==> src/rtl/pwb_pkg.sv <==
package pwb_pkg;
    typedef enum logic [1:0] {
        ST_IDLE    = 2'd0,
        ST_COLLECT = 2'd1,
        ST_COMMIT  = 2'd2,
        ST_HOLD    = 2'd3
    } pwb_state_e;
endpackage

==> src/rtl/pwb_page_latch.sv <==
module pwb_page_latch #(
    parameter int DATA_W     = 8,
    parameter int PAGE_BYTES = 16,
    localparam int OFS_W     = $clog2(PAGE_BYTES)
) (
    input  logic              clk,
    input  logic              rst_n,
    input  logic              clear_i,
    input  logic              wr_i,
    input  logic [OFS_W-1:0]  wr_slot_i,
    input  logic [DATA_W-1:0] data_i,
    input  logic [OFS_W-1:0]  rd_slot_i,
    output logic [DATA_W-1:0] rd_data_o,
    output logic              rd_valid_o,
    output logic              any_o
);
    logic [PAGE_BYTES-1:0] valid_vec;
    logic [DATA_W-1:0]     data_arr [PAGE_BYTES];

    for (genvar s = 0; s < PAGE_BYTES; s++) begin : g_slot
        logic              vld_q;
        logic [DATA_W-1:0] dat_q;

        always_ff @(posedge clk or negedge rst_n) begin
            if (!rst_n) begin
                vld_q <= 1'b0;
                dat_q <= '0;
            end else if (clear_i) begin
                vld_q <= 1'b0;
            end else if (wr_i && wr_slot_i == OFS_W'(s)) begin
                vld_q <= 1'b1;
                dat_q <= data_i;
            end
        end

        assign valid_vec[s] = vld_q;
        assign data_arr[s]  = dat_q;
    end

    assign rd_valid_o = valid_vec[rd_slot_i];
    assign rd_data_o  = data_arr[rd_slot_i];
    assign any_o      = |valid_vec;
endmodule

==> src/rtl/pwb_cycle_timer.sv <==
module pwb_cycle_timer #(
    parameter int CYCLES    = 1000,
    localparam int CNT_W    = (CYCLES > 1) ? $clog2(CYCLES) : 1
) (
    input  logic clk,
    input  logic rst_n,
    input  logic load_i,
    output logic done_o
);
    logic [CNT_W-1:0] cnt_q;

    always_ff @(posedge clk or negedge rst_n) begin
        if (!rst_n) begin
            cnt_q <= '0;
        end else if (load_i) begin
            cnt_q <= CNT_W'(CYCLES - 1);
        end else if (cnt_q != '0) begin
            cnt_q <= cnt_q - 1'b1;
        end
    end

    assign done_o = (cnt_q == '0);
endmodule

==> src/rtl/page_write_buffer.sv <==
module page_write_buffer
    import pwb_pkg::*;
#(
    parameter int ADDR_W       = 11,
    parameter int DATA_W       = 8,
    parameter int PAGE_BYTES   = 16,      // power of two
    parameter int WRITE_CYCLES = 1000000  // hold length in clocks
) (
    input  logic              clk,
    input  logic              rst_n,
    input  logic              wr_start_i,
    input  logic [ADDR_W-1:0] wr_addr_i,
    input  logic              byte_vld_i,
    input  logic [DATA_W-1:0] byte_i,
    input  logic              stop_i,
    input  logic              wp_i,
    output logic              mem_we_o,
    output logic [ADDR_W-1:0] mem_addr_o,
    output logic [DATA_W-1:0] mem_data_o,
    output logic              busy_o
);
    localparam int OFS_W = $clog2(PAGE_BYTES);
    localparam int HI_W  = ADDR_W - OFS_W;
    localparam logic [OFS_W-1:0] LAST_SLOT = OFS_W'(PAGE_BYTES - 1);

    pwb_state_e        state_q, state_d;
    logic [HI_W-1:0]   page_hi_q;
    logic [OFS_W-1:0]  ptr_q;
    logic [OFS_W-1:0]  scan_q;
    logic              take_start, take_byte;
    logic              latch_any, slot_valid;
    logic [DATA_W-1:0] slot_data;
    logic              timer_load, timer_done;

    // A start is only heard while no commit is running; a byte is dropped
    // when a start or stop shares its cycle.
    assign take_start = wr_start_i && (state_q == ST_IDLE || state_q == ST_COLLECT);
    assign take_byte  = byte_vld_i && !wr_start_i && !stop_i && (state_q == ST_COLLECT);
    assign timer_load = (state_q == ST_COMMIT) && (scan_q == LAST_SLOT);

    pwb_page_latch #(
        .DATA_W     (DATA_W),
        .PAGE_BYTES (PAGE_BYTES)
    ) u_latch (
        .clk        (clk),
        .rst_n      (rst_n),
        .clear_i    (take_start),
        .wr_i       (take_byte),
        .wr_slot_i  (ptr_q),
        .data_i     (byte_i),
        .rd_slot_i  (scan_q),
        .rd_data_o  (slot_data),
        .rd_valid_o (slot_valid),
        .any_o      (latch_any)
    );

    pwb_cycle_timer #(
        .CYCLES (WRITE_CYCLES)
    ) u_timer (
        .clk    (clk),
        .rst_n  (rst_n),
        .load_i (timer_load),
        .done_o (timer_done)
    );

    // Next-state decision.
    always_comb begin
        state_d = state_q;
        unique case (state_q)
            ST_IDLE: begin
                if (wr_start_i) state_d = ST_COLLECT;
            end
            ST_COLLECT: begin
                if (wr_start_i) begin
                    state_d = ST_COLLECT;
                end else if (stop_i) begin
                    state_d = (latch_any && !wp_i) ? ST_COMMIT : ST_IDLE;
                end
            end
            ST_COMMIT: begin
                if (scan_q == LAST_SLOT) state_d = ST_HOLD;
            end
            ST_HOLD: begin
                if (timer_done) state_d = ST_IDLE;
            end
        endcase
    end

    // State register.
    always_ff @(posedge clk or negedge rst_n) begin
        if (!rst_n) state_q <= ST_IDLE;
        else        state_q <= state_d;
    end

    // Address and scan registers.
    always_ff @(posedge clk or negedge rst_n) begin
        if (!rst_n) begin
            page_hi_q <= '0;
            ptr_q     <= '0;
            scan_q    <= '0;
        end else begin
            if (take_start) begin
                page_hi_q <= wr_addr_i[ADDR_W-1:OFS_W];
                ptr_q     <= wr_addr_i[OFS_W-1:0];
            end else if (take_byte) begin
                ptr_q     <= ptr_q + 1'b1;   // wraps inside the page
            end
            if (state_q == ST_COMMIT) scan_q <= scan_q + 1'b1;
            else                      scan_q <= '0;
        end
    end

    // Outputs.
    always_comb begin
        mem_we_o   = (state_q == ST_COMMIT) && slot_valid;
        mem_addr_o = {page_hi_q, scan_q};
        mem_data_o = slot_data;
        busy_o     = (state_q == ST_COMMIT) || (state_q == ST_HOLD);
    end
endmodule

==> config.mk <==
export PLATFORM = sky130hd
export DESIGN_NAME = page_write_buffer
export DESIGN_NICKNAME = d
export VERILOG_FILES = /design/src/rtl/pwb_pkg.sv /design/src/rtl/pwb_page_latch.sv /design/src/rtl/pwb_cycle_timer.sv /design/src/rtl/page_write_buffer.sv
export SDC_FILE = /design/constraint.sdc
export NUM_CORES = 1
export LEC_CHECK = 0
export BUFFER_PORTS_ARGS = -buffer_cell sky130_fd_sc_hd__buf_2
export CORE_ASPECT_RATIO = 1.75
export CORE_MARGIN = 5
export CORE_UTILIZATION = 42
export DETAILED_ROUTE_END_ITERATION = 12
export GPL_ROUTABILITY_DRIVEN = 0
export PLACE_DENSITY = 0.61
export SYNTH_ARGS = -nofsm -noshare
export SYNTH_HDL_FRONTEND = slang
export SYNTH_SLANG_ARGS = --single-unit
==> constraint.sdc <==
create_clock -name clk -period 2.2 [get_ports clk]
set_clock_uncertainty 0.05 [all_clocks]
set_input_delay 0.44 -clock clk [delete_from_list [all_inputs] [get_ports clk]]
set_output_delay 0.44 -clock clk [all_outputs]
set_load 0.05 [all_outputs]
==> results.toml <==
[clocking]
path_clk_slew_ns = 0.06
clkLatencyLatePin_ns = 0.43
cts-root-buf = "clkbuf_16"
htreeDepth = 4
clockBufferDepth = 2
cts_made_buffers = 17
tritoncts = "built"
cts.sinks = 181

[sta]
worst_pin_slew_ns = 0.5571
drv_slew = 0
setup_ws_ns = -0.5520
rsz0062_at_grt = "yes"
timing.final.crit_period_ns = 2.752
clock.fmax_mhz = 363.4
setup-violations-final = 9
finalCritPeriodShare_pct = 125.1
max_slew_margin_pct = 62.86
hold_violations = 0

[final_layout]
stdcell_area_um2 = 10730
layout-drive-gt1-share_pct = 46.64
fillers = 1713
fin_nets = 794
regArea_um2 = 4537
multiInputGateArea_um2 = 4030
area_delta_synth_final_pct = 25.61

[grt]
grt_pass1_wl_mm = 36.56
grt_pass1_vias = 6442
antenna_found_initial = 1
grt_start_max_net_pins = 68
grt_overflow = 0
track_usage_pct = 20.29

[synthesis]
synth_fp_nets = 692
synth-async-reset-ratio_pct = 100.0
postSynthCellCount = 660
synth_edf_count = 0
ys_seq_elements = 181
synth_flop_cell = "dfrtp_1"
yosys_warnings = 0
yosysSeqAreaShare_pct = 53.00
synth.distinct_cells = 51
syn_area_per_cell_um2 = 12.95
netlist_area_um2 = 8546

[flow_run]
maxCapViolCount = 0

[place]
place_ws_ns = -0.1589
dpl_cell_area_um2 = 9689
portBuffers = 45
dpl.hpwl_mm = 15.33

[worst_hold_path]
hold_path_class = "in2reg"

[floorplan]
dieArea_um2 = 23410
initial_core_util_pct = 42.30
row_count = 69
die-height_um = 198.7
io_pins = 46
die_width_um = 117.8
coreArea_um2 = 20200

[worst_setup_path]
crit_path_max_fanout = 5
end_kind = "primary output"
critical_path_arrival_ns = 2.26
worstPathRequired_ns = 1.71
start_kind = "flop"
critical_path_class = "reg2out"

[routing]
wl_mm = 23.00
vias = 5901
routed_via_density = 5.768
wl_per_cell_um = 22.49
first_pass_iters = 5
ant_nets = 0
drcViolationCount = 0
first_iter_violations = 250

[run_status]
violations = "negative setup slack"
run_status = "finished with violations"

[power_and_ir_drop]
power_mw = 9.762
ir_worst_vdd_v = 0.0006486
p_per_area_nw_per_um2 = 909.5
leakage_nw = 5.162
[logic make-up (layout without fill, tap and decap cells)]
group	count (synthesis)	after routing	synth area share, %
xor+xnor	5	5	0.5124
other cells	0	1	0
buf+inv	46	160	2.225
compound gates	77	77	6.354
mux	188	188	26.97
flops	181	181	53.00
simple gates	156	156	9.912
fa+ha+maj	7	7	1.025
[path summary, 6_finish.rpt]
check,startpoint,end,slack [ns],cells past startpoint
max reg2reg,u_timer.cnt_q[13],state_q[0],0.12,5
min in group asynchronous,rst_n,page_hi_q[4],0.39,2
min reg2reg,page_hi_q[0],page_hi_q[0],0.42,2
min,wr_addr_i[4],page_hi_q[0],0.15,3
max,scan_q[0],mem_we_o,-0.55,5
max in group asynchronous,rst_n,u_latch.g_slot[6].dat_q[5],1.02,3
[worst max-delay path, cell delays in order (launching register included)]
cell     delay, ns
dfrtp_4       0.50
buf_12        0.15
mux4_2        0.40
mux4_2        0.47
nor2b_4       0.15
buf_6         0.16
[registers in the layout (all words and copies together), names as in the netlist, named ones only]
name and cells:
u_timer.cnt_q 20, ptr_q 4, page_hi_q 7, u_latch.g_slot.vld_q 16
state_q 1, scan_q 4, u_latch.g_slot.dat_q 128
[through the flow]
stage               setup TNS [ns]  hold WS (ns)  utilization [%]  std cells
finish                      -4.058        0.1507            53.13       1023
global route                -4.709        0.1533            53.13       1023
global placement            -1.016        0.2647            47.96        984
floorplan                  -0.8913       0.09441                -        660
detailed placement          -1.060        0.2666            47.96        984
CTS                         -4.578        0.1373            52.71       1021
[timing repair]
item                       CTS  global route
setup buffers                2             1
cloned                       3             1
setup endpoints to repair    9            11
hold endpoints to repair    21             0
pin swaps                   10            18
resized for setup           52            17
hold buffers                 1             0
[cell type report]
type	instances	area share, %
flip-flops and latches	181	42.27
multi-input cells	433	37.55
repair buffers	120	11.06
clock buffers	22	4.511
well taps	248	2.891
clock inverters	9	1.387
inverters	9	0.3147
diodes	1	0.02331
[per-layer routing]
layer	GRT usage (%)	up-vias	part of all wire (%)
met5	0	-	0
met4	10.29	0	4.0
met3	4.040	40	3.9
met2	35.87	147	54
met1	23.29	3083	38
li1	-	2631	-
[power by group]
group	total, mW	leakage (nW)	internal (mW)	switching [mW]
sequential	4.23	2.47	3.89	0.342
clock	3.29	0.316	2.01	1.27
combinational	2.24	2.38	1.09	1.15
[cells in the final DEF, fill, tap and decap left out, types with 9 or more instances in the layout]
cell type  instances
a21o_1            10
clkbuf_16         18
mux2i_1           35
nand2_1           46
and2_1            10
nand3_1           17
dfrtp_1          177
nor2_1            16
mux4_2            21
buf_12            20
mux2_2           128
buf_4             50
a21oi_1           11
nor2_2             9
a221oi_2          15
buf_2             35
[synthesized netlist by cell type (2+ instances only)]
cell type	count	area, um^2
dfrtp_1	181	4529
clkbuf_1	23	86.33
nand4_1	2	12.51
and3_1	2	12.51
a31oi_1	3	18.77
a221oi_1	16	140.1
a211o_1	2	17.52
mux4_2	21	473.0
mux2i_1	39	390.4
or2_2	4	25.02
o31ai_1	5	37.54
a21oi_1	11	55.05
nor3_1	3	15.01
a21o_1	10	75.07
a21boi_0	2	15.01
nor4_1	5	31.28
or4b_2	2	20.02
and2_1	10	62.56
nor4b_1	2	17.52
o41ai_1	2	17.52
buf_1	5	18.77
nand2_1	54	202.7
ha_1	7	87.58
nor2b_1	4	25.02
xnor2_1	4	35.03
or4_1	5	37.54
or3_1	8	50.05
nand3_1	17	85.08
a22oi_1	8	60.06
buf_2	8	40.04
o21ai_0	13	65.06
nor2_1	16	60.06
a211oi_1	2	15.01
nor4_2	2	25.02
mux2_2	128	1441
nor2_2	9	56.30
inv_1	8	30.03
nand2b_1	4	25.02
Power figures use the tool's default switching activity.
